File: config.mk
export PLATFORM = sky130hd
export DESIGN_NAME = wide_write_collector
export DESIGN_NICKNAME = d
export VERILOG_FILES = /design/src/rtl/wc_pkg.sv /design/src/rtl/wc_decode.sv /design/src/rtl/wc_gather.sv /design/src/rtl/wc_commit_out.sv /design/src/rtl/wide_write_collector.sv
export SDC_FILE = /design/constraint.sdc
export NUM_CORES = 1
export LEC_CHECK = 0
export CAP_MARGIN = 20
export CORE_MARGIN = 5
export CORE_UTILIZATION = 47
export CTS_CLUSTER_SIZE = 30
export DETAILED_ROUTE_END_ITERATION = 16
export GPL_TIMING_DRIVEN = 0
export PLACE_DENSITY = 0.75
export SLEW_MARGIN = 20
export SYNTH_ARGS = -nofsm -noshare
export SYNTH_HDL_FRONTEND = slang
export SYNTH_SLANG_ARGS = --single-unit
export TNS_END_PERCENT = 50
File: constraint.sdc
create_clock -name clk -period 0.8 [get_ports clk]
set_input_delay 0.12 -clock clk [delete_from_list [all_inputs] [get_ports clk]]
set_output_delay 0.12 -clock clk [all_outputs]
set_load 0.05 [all_outputs]
File: src/rtl/wc_pkg.sv
package wc_pkg;
  localparam int OW_LANES = 4;
  localparam int QW_LANES = 2;

  typedef enum logic [1:0] {
    K_PLAIN = 2'd0,
    K_QWORD = 2'd1,
    K_OWORD = 2'd2,
    K_DESC  = 2'd3
  } wkind_e;

  localparam logic [1:0] SZ_DWORD = 2'd0;
  localparam logic [1:0] SZ_QWORD = 2'd1;
  localparam logic [1:0] SZ_OWORD = 2'd2;
endpackage

File: src/rtl/wc_decode.sv
module wc_decode
  import wc_pkg::*;
#(
  parameter int ADDR_W     = 15,
  parameter int PAGE_SHIFT = 13,
  parameter int WIDE_LIMIT = 'h400,
  parameter int MEM_START  = 'h1000,
  parameter int DESC_A     = 'h830,
  parameter int DESC_B     = 'ha10,
  parameter int TIMER_OFS  = 'h420
) (
  input  logic [ADDR_W-1:0] addr,
  output wkind_e            kind,
  output logic [ADDR_W-1:0] base,
  output logic [1:0]        lane,
  output logic              clr
);
  localparam int PAGE_W = ADDR_W - PAGE_SHIFT;
  localparam logic [PAGE_SHIFT-1:0] WL = PAGE_SHIFT'(WIDE_LIMIT);
  localparam logic [PAGE_SHIFT-1:0] MS = PAGE_SHIFT'(MEM_START);
  localparam logic [PAGE_SHIFT-1:0] DA = PAGE_SHIFT'(DESC_A);
  localparam logic [PAGE_SHIFT-1:0] DB = PAGE_SHIFT'(DESC_B);
  localparam logic [PAGE_SHIFT-1:0] TO = PAGE_SHIFT'(TIMER_OFS);

  logic [PAGE_SHIFT-1:0] off;
  logic [PAGE_W-1:0]     page;
  logic                  is_desc;

  assign off  = addr[PAGE_SHIFT-1:0];
  assign page = addr[ADDR_W-1:PAGE_SHIFT];

  assign is_desc = (off[PAGE_SHIFT-1:4] == DA[PAGE_SHIFT-1:4]) ||
                   (off[PAGE_SHIFT-1:4] == DB[PAGE_SHIFT-1:4]);

  always_comb begin
    if (is_desc)        kind = K_DESC;
    else if (off < WL)  kind = K_OWORD;
    else if (off >= MS) kind = K_QWORD;
    else                kind = K_PLAIN;
  end

  always_comb begin
    unique case (kind)
      K_QWORD: begin
        base = {addr[ADDR_W-1:3], 3'b000};
        lane = {1'b0, addr[2]};
      end
      K_PLAIN: begin
        base = {addr[ADDR_W-1:2], 2'b00};
        lane = addr[3:2];
      end
      default: begin
        base = {addr[ADDR_W-1:4], 4'b0000};
        lane = addr[3:2];
      end
    endcase
  end

  assign clr = (off == TO) && (page == '0);
endmodule

File: src/rtl/wc_gather.sv
module wc_gather
  import wc_pkg::*;
#(
  parameter int ADDR_W = 15,
  parameter int DW     = 32
) (
  input  logic                   clk,
  input  logic                   rst_n,
  input  logic                   we,
  input  wkind_e                 kind,
  input  logic [ADDR_W-1:0]      base,
  input  logic [1:0]             lane,
  input  logic                   clr,
  input  logic [DW-1:0]          wdata,
  output logic                   req,
  output logic [1:0]             req_size,
  output logic [ADDR_W-1:0]      req_addr,
  output logic [OW_LANES*DW-1:0] req_data
);
  localparam int WIDE_W = OW_LANES * DW;

  logic [OW_LANES-1:0]         mask_q, mask_d;
  logic [ADDR_W-1:0]           base_q;
  logic [OW_LANES-1:0][DW-1:0] lane_q;
  logic [OW_LANES-1:0][DW-1:0] merged;
  logic [OW_LANES-1:0]         onehot, acc, ld_en;
  logic                        hit, full, store, base_en;

  assign onehot = OW_LANES'(1) << lane;
  assign hit    = (mask_q != '0) && (base_q == base);
  assign acc    = (hit ? mask_q : '0) | onehot;
  assign full   = (kind == K_OWORD) ? (&acc) : (&acc[QW_LANES-1:0]);

  for (genvar i = 0; i < OW_LANES; i++) begin : g_lane
    assign merged[i] = (lane == 2'(i)) ? wdata : lane_q[i];
    assign ld_en[i]  = store && (lane == 2'(i));
  end

  always_comb begin
    mask_d   = mask_q;
    store    = 1'b0;
    base_en  = 1'b0;
    req      = 1'b0;
    req_size = SZ_DWORD;
    req_addr = base;
    req_data = '0;
    if (we) begin
      unique case (kind)
        K_PLAIN: begin
          req           = 1'b1;
          req_data[DW-1:0] = wdata;
          if (clr) mask_d = '0;
        end
        K_OWORD, K_QWORD: begin
          if (full) begin
            req    = 1'b1;
            mask_d = '0;
            if (kind == K_OWORD) begin
              req_size = SZ_OWORD;
              req_data = merged;
            end else begin
              req_size = SZ_QWORD;
              req_data[QW_LANES*DW-1:0] = merged[QW_LANES-1:0];
            end
          end else begin
            mask_d  = acc;
            store   = 1'b1;
            base_en = 1'b1;
          end
        end
        default: begin
          if (lane == 2'(OW_LANES-1)) begin
            req      = 1'b1;
            req_size = SZ_OWORD;
            mask_d   = '0;
            if (hit && (&mask_q[OW_LANES-2:0])) req_data = merged;
            else req_data[WIDE_W-1 -: DW] = wdata;
          end else if (mask_q == '0 || hit) begin
            mask_d  = acc;
            store   = 1'b1;
            base_en = 1'b1;
          end
        end
      endcase
    end
  end

  always_ff @(posedge clk or negedge rst_n) begin
    if (!rst_n) mask_q <= '0;
    else        mask_q <= mask_d;
  end

  always_ff @(posedge clk) begin
    if (base_en) base_q <= base;
  end

  for (genvar i = 0; i < OW_LANES; i++) begin : g_store
    always_ff @(posedge clk) begin
      if (ld_en[i]) lane_q[i] <= wdata;
    end
  end
endmodule

File: src/rtl/wc_commit_out.sv
module wc_commit_out
  import wc_pkg::*;
#(
  parameter int ADDR_W = 15,
  parameter int DW     = 32
) (
  input  logic                   clk,
  input  logic                   rst_n,
  input  logic                   req,
  input  logic [1:0]             req_size,
  input  logic [ADDR_W-1:0]      req_addr,
  input  logic [OW_LANES*DW-1:0] req_data,
  output logic                   cmt_valid,
  output logic [1:0]             cmt_size,
  output logic [ADDR_W-1:0]      cmt_addr,
  output logic [OW_LANES*DW-1:0] cmt_data
);
  always_ff @(posedge clk or negedge rst_n) begin
    if (!rst_n) cmt_valid <= 1'b0;
    else        cmt_valid <= req;
  end

  always_ff @(posedge clk) begin
    if (req) begin
      cmt_size <= req_size;
      cmt_addr <= req_addr;
      cmt_data <= req_data;
    end
  end
endmodule

File: src/rtl/wide_write_collector.sv
module wide_write_collector
  import wc_pkg::*;
#(
  parameter int PAGE_SHIFT = 13,
  parameter int PAGE_BITS  = 2,
  parameter int ADDR_W     = PAGE_SHIFT + PAGE_BITS,
  parameter int DW         = 32,
  parameter int WIDE_LIMIT = 'h400,
  parameter int MEM_START  = 'h1000,
  parameter int DESC_A     = 'h830,
  parameter int DESC_B     = 'ha10,
  parameter int TIMER_OFS  = 'h420
) (
  input  logic                   clk,
  input  logic                   rst_n,
  input  logic                   wr_en,
  input  logic [ADDR_W-1:0]      wr_addr,
  input  logic [DW-1:0]          wr_data,
  output logic                   cmt_valid,
  output logic [1:0]             cmt_size,
  output logic [ADDR_W-1:0]      cmt_addr,
  output logic [OW_LANES*DW-1:0] cmt_data
);
  logic [1:0]             rst_pipe;
  logic                   rst_sync_n;
  wkind_e                 d_kind;
  logic [ADDR_W-1:0]      d_base;
  logic [1:0]             d_lane;
  logic                   d_clr;
  logic                   g_req;
  logic [1:0]             g_size;
  logic [ADDR_W-1:0]      g_addr;
  logic [OW_LANES*DW-1:0] g_data;

  always_ff @(posedge clk or negedge rst_n) begin
    if (!rst_n) rst_pipe <= 2'b00;
    else        rst_pipe <= {rst_pipe[0], 1'b1};
  end
  assign rst_sync_n = rst_pipe[1];

  wc_decode #(
    .ADDR_W(ADDR_W), .PAGE_SHIFT(PAGE_SHIFT), .WIDE_LIMIT(WIDE_LIMIT),
    .MEM_START(MEM_START), .DESC_A(DESC_A), .DESC_B(DESC_B), .TIMER_OFS(TIMER_OFS)
  ) u_decode (
    .addr(wr_addr), .kind(d_kind), .base(d_base), .lane(d_lane), .clr(d_clr)
  );

  wc_gather #(.ADDR_W(ADDR_W), .DW(DW)) u_gather (
    .clk(clk), .rst_n(rst_sync_n), .we(wr_en), .kind(d_kind), .base(d_base),
    .lane(d_lane), .clr(d_clr), .wdata(wr_data),
    .req(g_req), .req_size(g_size), .req_addr(g_addr), .req_data(g_data)
  );

  wc_commit_out #(.ADDR_W(ADDR_W), .DW(DW)) u_out (
    .clk(clk), .rst_n(rst_sync_n), .req(g_req), .req_size(g_size),
    .req_addr(g_addr), .req_data(g_data),
    .cmt_valid(cmt_valid), .cmt_size(cmt_size), .cmt_addr(cmt_addr), .cmt_data(cmt_data)
  );
endmodule

Word-level counts from Yosys, hierarchy flattened
Cells that the tools add are included.

storage, ports and cells
  bits in registers = 295
  bits of input ports = 50
  output and inout port bits = 146
  logic and storage cells = 81

cells by class
  magnitude comparators = 2
  equality and inequality tests = 10
  shift operators = 1
  muxes and demuxes = 36
  bitwise operators = 1
  reductions and logical operators = 20

operators by type and width
  operator                                                                         number
  128-bit 2-to-1 mux                                                               2
  96-bit one-hot mux with 2 select lines                                           1
  32-bit 2-to-1 mux                                                                5
  96-bit 2-to-1 mux                                                                1
  64-bit 2-to-1 mux                                                                1
  32-bit one-hot mux with 2 select lines                                           1
  4-bit 2-to-1 mux                                                                 5
  9-bit by 8-bit equality test with 1-bit output (second input constant)           2
  4-bit one-hot mux with 2 select lines                                            2
  15-bit equality test                                                             1
  13-bit by 11-bit equality test with 1-bit output (second input constant)         1
  13-bit greater-or-equal comparator (second input constant)                       1
  13-bit by 11-bit less-than comparator with 1-bit output (second input constant)  1
  2-bit 2-to-1 mux                                                                 6
  1-bit 2-to-1 mux                                                                 9
  4-bit nonzero test                                                               2
  1-bit logical AND                                                                7
  2-bit equality test (second input constant)                                      3
  2-bit zero test                                                                  3
  3-bit AND reduction                                                              2
  2-bit by 1-bit equality test with 1-bit output (second input constant)           2
  4-bit zero test                                                                  1
  4-bit OR                                                                         1
  1-bit one-hot mux with 2 select lines                                            2
  other kinds (7)                                                                  8

Depth between registers and ports, before layout
  depth in word-level cells = 16
  gate-level depth with buffers = 15
  mapped depth without buffers = 11

Cells and area by module
Synthesis repeated with hierarchy kept, for this count alone.

unflattened totals
  cell total of the unflattened synthesis = 932
  area total of the unflattened synthesis = 12578.3 um^2

modules (own cells, without submodules)
  module                times used  cells an instance  area an instance (um^2)  seq. area each (um^2)
  wc_gather             1           754                7928.9                   4394.2
  wc_commit_out         1           146                4379.2                   4379.2
  wc_decode             1           29                 216.5                    0.0
  wide_write_collector  1           3                  53.8                     50.0

Worst setup path before layout
No wires, ideal clock.

  path kind = input-to-reg
  start = input wr_addr[5]
  end = register u_out.cmt_addr[10] (enable)
  setup time = 0.524 ns
  data arrival time = 5.660 ns
  required time = 0.276 ns
  path slack = -5.384 ns
  stages on the path = 13
  buffers on the path = 2
  cell sequence = xnor2_1 -> nor4b_4 -> buf_2 -> or2_2 -> inv_1 -> ha_1 -> clkbuf_1 -> nand2_1 -> o21ai_0 -> and3_1 -> and3_1 -> nor3b_1 -> o311a_1

between the ends
  word-level cells in the longest chain between the ends = 15
  elaborated cells on any way between the ends = 27
  classes of those cells = order compare (2); eq/ne (6); shift (1); mux (11); bitwise (1); reduce/logical (6)

ends and longest elaborated chain
  element                                                                                   RTL line                          text
  start, declared                                                                           wide_write_collector.sv:17        input logic [ADDR_W-1:0] wr_addr,
  13-bit greater-or-equal comparator                                                        wc_decode.sv:38                   else if (off >= MS) kind = K_QWORD;
  1-bit 2-to-1 mux                                                                          wc_decode.sv:38
  2-bit 2-to-1 mux                                                                          wc_decode.sv:37                   else if (off < WL) kind = K_OWORD;
  2-bit 2-to-1 mux                                                                          wc_decode.sv:36                   if (is_desc) kind = K_DESC;
  2-bit by 1-bit equality test with 1-bit output / 2-bit zero test (equally long branches)  wc_decode.sv:43, wc_gather.sv:48
  4-bit one-hot mux with 2 select lines                                                     wc_decode.sv:43                   unique case (kind)
  15-bit equality test                                                                      wc_gather.sv:30                   assign hit = (mask_q != '0) && (base_q == base);
  1-bit logical AND                                                                         wc_gather.sv:30
  4-bit 2-to-1 mux                                                                          wc_gather.sv:31                   assign acc = (hit ? mask_q : '0) | onehot;
  4-bit OR                                                                                  wc_gather.sv:31
  4-bit AND reduction / 2-bit AND reduction (equally long branches)                         wc_gather.sv:32                   assign full = (kind == K_OWORD) ? (&acc) : (&acc[QW_LANES-1:0]);
  1-bit 2-to-1 mux                                                                          wc_gather.sv:32
  1-bit 2-to-1 mux                                                                          wc_gather.sv:55                   if (full) begin
  1-bit one-hot mux with 2 select lines (*)                                                 wc_gather.sv:48                   unique case (kind)
  1-bit 2-to-1 mux (*)                                                                      wc_gather.sv:47                   if (we) begin
  via g_req                                                                                 wide_write_collector.sv:30        logic g_req;
  end signal, assigned                                                                      wc_commit_out.sv:26               cmt_addr <= req_addr;
  end, declared                                                                             wc_commit_out.sv:15               output logic [ADDR_W-1:0] cmt_addr,

Mark *: on every way through the listed nets, which the timed path passes. The rest lies on a longest branch.
A chain may end at the register's enable or synchronous reset.

Final worst setup path
  start = input wr_addr[10]
  end = register u_out.cmt_data[14] (data pin)

between the ends
  word-level cells in the longest chain between the ends = 14
  elaborated cells on any way between the ends = 30
  classes of those cells = order compare (2); eq/ne (6); shift (1); mux (12); bitwise (1); reduce/logical (8)

ends and longest elaborated chain
  element                                                                                   RTL line                          text
  13-bit greater-or-equal comparator                                                        wc_decode.sv:38
  1-bit 2-to-1 mux                                                                          wc_decode.sv:38
  2-bit 2-to-1 mux                                                                          wc_decode.sv:37
  2-bit 2-to-1 mux                                                                          wc_decode.sv:36
  2-bit by 1-bit equality test with 1-bit output / 2-bit zero test (equally long branches)  wc_decode.sv:43, wc_gather.sv:48
  4-bit one-hot mux with 2 select lines                                                     wc_decode.sv:43
  15-bit equality test                                                                      wc_gather.sv:30
  1-bit logical AND                                                                         wc_gather.sv:30
  4-bit 2-to-1 mux                                                                          wc_gather.sv:31
  4-bit OR                                                                                  wc_gather.sv:31
  4-bit AND reduction / 2-bit AND reduction (equally long branches)                         wc_gather.sv:32
  1-bit 2-to-1 mux                                                                          wc_gather.sv:32
  128-bit 2-to-1 mux                                                                        wc_gather.sv:55
  32-bit one-hot mux with 2 select lines (*)                                                wc_gather.sv:48
  end signal, assigned                                                                      wc_commit_out.sv:27               cmt_data <= req_data;
  end, declared                                                                             wc_commit_out.sv:16               output logic [OW_LANES*DW-1:0] cmt_data

Every way passes the cells marked *; elsewhere a longest branch is shown, timed or not.

==> flow_metrics.py <==
metrics = {
    "clocking": {
        "root_buffer": "clkbuf_16",
        "clkLatencyLatePin_ns": 0.54,
        "clock_path_buffers": 3,
        "clock_sinks": 291,
        "h-tree-depth": 1,
        "cts_buffers": 29,
        "clk_pin_slew_ns": 0.06,
        "cts_tree": "built",
    },
    "power": {
        "p_switching_mw": 8.56,
        "clkPwrFrac_pct": 36.7,
        "ir_drop_uv": 1650,
        "comb_power_share_pct": 12.5,
        "switching_share_pct": 24.5,
        "leakage_nw": 5.39,
        "p_int_mw": 26.3,
        "powerDensity_nw_per_um2": 2250,
        "sequentialPowerShare_pct": 50.8,
    },
    "layout": {
        "final_common_cell": "edfxtp_1",
        "diodes": 0,
        "area_growth_pct": 40.4,
        "final_core_util_pct": 66.5,
        "drive_gt1_share_pct": 17.4,
        "layout_common_cells": "edfxtp_1 (284), clkdlybuf4s50_1 (184), nand2_1 (139)",
        "fin_nets": 1046,
        "final_cells": 1333,
    },
    "die": {
        "core_area_um2": 23300,
        "die-height_um": 163,
        "ios": 196,
        "initial_core_util_pct": 47.4,
        "fp.dieW_um": 163,
        "dieArea_um2": 26700,
        "rows": 56,
    },
    "flow_run": {
        "maxCapViolCount": 0,
    },
    "critical_path": {
        "cp_data_arrival_time_ns": 3.05,
        "cp_max_fo": 10,
        "cp-end-kind": "register",
        "regToRegEndpoint": "u_out.cmt_data[41]$_SDFFCE_PN0P_",
        "worst-setup-path-type": "primary input to register",
        "reg2reg_depth": 8,
        "rrSetupSlack_ns": -1.71,
        "critPathRequiredTime_ns": 1.21,
        "r2r_start": "u_gather.base_q[14]$_DFFE_PP_",
        "critPathLaunchType": "primary input",
    },
    "placed_design": {
        "dp.cells": 1219,
        "hpwl_um": 17300,
        "place_congestion": 0.861,
        "io_buffers": 193,
        "dpl_worst_slack_ns": -3.90,
    },
    "global_route": {
        "grt_pass1_vias": 7353,
        "grt_max_degree": 24,
        "grt_first_pass_wirelength_um": 43500,
        "grt_util_all_layers_pct": 21.5,
        "grt_overflow": 0,
        "antenna_found_initial": 0,
    },
    "yosys": {
        "ys_types": 48,
        "synth-main-ff-cell": "edfxtp_1",
        "yosysWarnings": 0,
        "syn_area_um2": 11100,
        "syn_inst": 698,
        "ys_ff_latch": 291,
        "synth_edf_count": 284,
        "yosysSeqAreaShare_pct": 78.7,
        "async_flop_share_pct": 2.41,
        "synth.avg_cell_area_um2": 15.8,
    },
    "status": {
        "violations": "negative setup slack",
        "status": "finished, violations left",
    },
    "drt": {
        "via_per_inst": 5.36,
        "wl_um": 29100,
        "routedWlPerCell_um": 21.8,
        "dr.pass1.iters": 5,
        "drtIter0Drc": 477,
        "vias": 7142,
        "drc": 0,
        "drtAntennaViolNets": 0,
    },
    "sta": {
        "fin_skew_ns": 0.00846,
        "drv_slew": 0,
        "relSlewSlack_pct": 54.0,
        "hold_violations": 0,
        "fmax_mhz": 379,
        "rsz0062_at_grt": "true",
        "fin_crit_ns": 2.64,
        "fin_ws_ns": -1.84,
        "worst_pin_slew_ns": 0.690,
        "setup_viol_count_final": 567,
        "post-route-period-util_pct": 330,
    },
    "worst_hold_path": {
        "hp-class": "register to async pin",
    },
}
[area by class of cell]
class	count	area (µm²)
inverter	3	13.8
buffer	36	259
tap	319	399
sequential	291	8700
timing repair buffer	263	2820
clock inverter	18	148
clock buffer	34	744
multi-input combinational	369	2440
fill	1634	7810
[worst max-delay path by stage]
stage,to,slack (ns),from,depth (start not counted)
after floorplan,u_out.cmt_addr[10]$_DFFE_PP_,-2.80,wr_addr[7],13
after global placement,u_gather.lane_q[82]$_DFFE_PP_,-4.39,wr_addr[7],13
after detailed placement,u_gather.base_q[13]$_DFFE_PP_,-3.90,wr_addr[8],13
after CTS,u_out.cmt_data[119]$_SDFFCE_PN0P_,-1.77,wr_addr[12],16
after global routing,u_out.cmt_data[11]$_SDFFCE_PN0P_,-1.95,wr_addr[8],16
final,u_out.cmt_data[14]$_SDFFCE_PN0P_,-1.84,wr_addr[10],12
[routing by layer]
layer  up-vias  GRT usage, %  wire length [µm]
li1       3264             -                 -
met1      3494          28.9             11800
met2       341          35.6             14200
met3        43          4.74              2480
met4         0          6.33               524
met5         -             0                 0
[stage by stage]
stage                     hold WS, ns  power, mW  area [µm²]  setup TNS (ns)
final                          0.0876       34.9       15500         -883.83
after global routing            0.119       36.0       15500         -941.27
after CTS                      -0.230       35.0       15500         -855.59
after detailed placement       0.0887       21.8       13600        -1576.61
after global placement         0.0775       21.7       13500        -1706.64
after floorplan                -0.176       20.2       11200        -1039.30
[sequential cells by signal (all words and copies together) (netlist names)]
name / cells
u_out.cmt_size: 2
rst_pipe: 2
u_gather.mask_q: 4
u_out.cmt_data: 128
u_out.cmt_addr: 13
u_gather.lane_q: 128
u_gather.base_q: 13
u_out.cmt_valid: 1
[critical path: stages]
cell             delay, ns
clkdlybuf4s15_2       0.26
nor3_1                0.52
or2_4                 0.25
buf_4                 0.11
buf_4                 0.11
ha_1                  0.32
nor3b_2               0.35
nand2_1               0.14
o41ai_4               0.29
buf_4                 0.22
buf_6                 0.18
a22o_1                0.16
[cells in the mapped netlist (all sizes together) (2+ instances only)]
cell type    n  area, µm²
or2          3       18.8
nor2b        3       18.8
buf         13       88.8
a21oi       66        330
nand2b       3       18.8
inv          3       11.3
nor3         5       25.0
clkbuf      26       97.6
nor4         4       31.3
a22o        68        596
nand3b       2       15.0
xor2        11       96.3
ha           3       37.5
nand2      141        529
nor3b        5       37.5
and3         4       25.0
nand4        5       46.3
o21ai        5       25.0
conb         2       7.51
a31oi        2       12.5
and2         3       18.8
and4         2       17.5
dfrtp        7        175
edfxtp     284       8530
nor4b        3       41.3
nor2         9       33.8
[cells by family after synthesis]
| kind of cell | synth area share (%) |
|---|---|
| AND/OR/NAND/NOR | 8.31 |
| XOR/XNOR | 0.951 |
| flip-flops | 78.7 |
| buffers and inverters | 1.79 |
| multiplexers | 0.226 |
| AO/OA/AOI/OAI | 9.60 |
| adder cells (fa/ha/maj) | 0.340 |
| other | 0.0679 |
[repair_timing]
| action | CTS | global route |
|---|---|---|
| resized for setup | 121 | 16 |
| pin swaps | 23 | 9 |
| setup endpoints to repair | 567 | 567 |
| hold endpoints to repair | 20 | 2 |
| gates cloned | 9 | 0 |
| buffers inserted | 44 | 4 |
| hold buffers | 9 | 1 |
[power groups by stage]
| stage | clock, mW | combinational, mW | sequential (mW) |
|---|---|---|---|
| floorplan | 0 | 0.891 | 19.3 |
| global placement | 0 | 3.65 | 18.1 |
| detailed placement | 0 | 3.78 | 18.0 |
| CTS | 13.0 | 4.31 | 17.7 |
| global route | 13.7 | 4.55 | 17.8 |
| finish | 12.8 | 4.35 | 17.7 |
No activity file was read; power rests on OpenSTA's default activity.
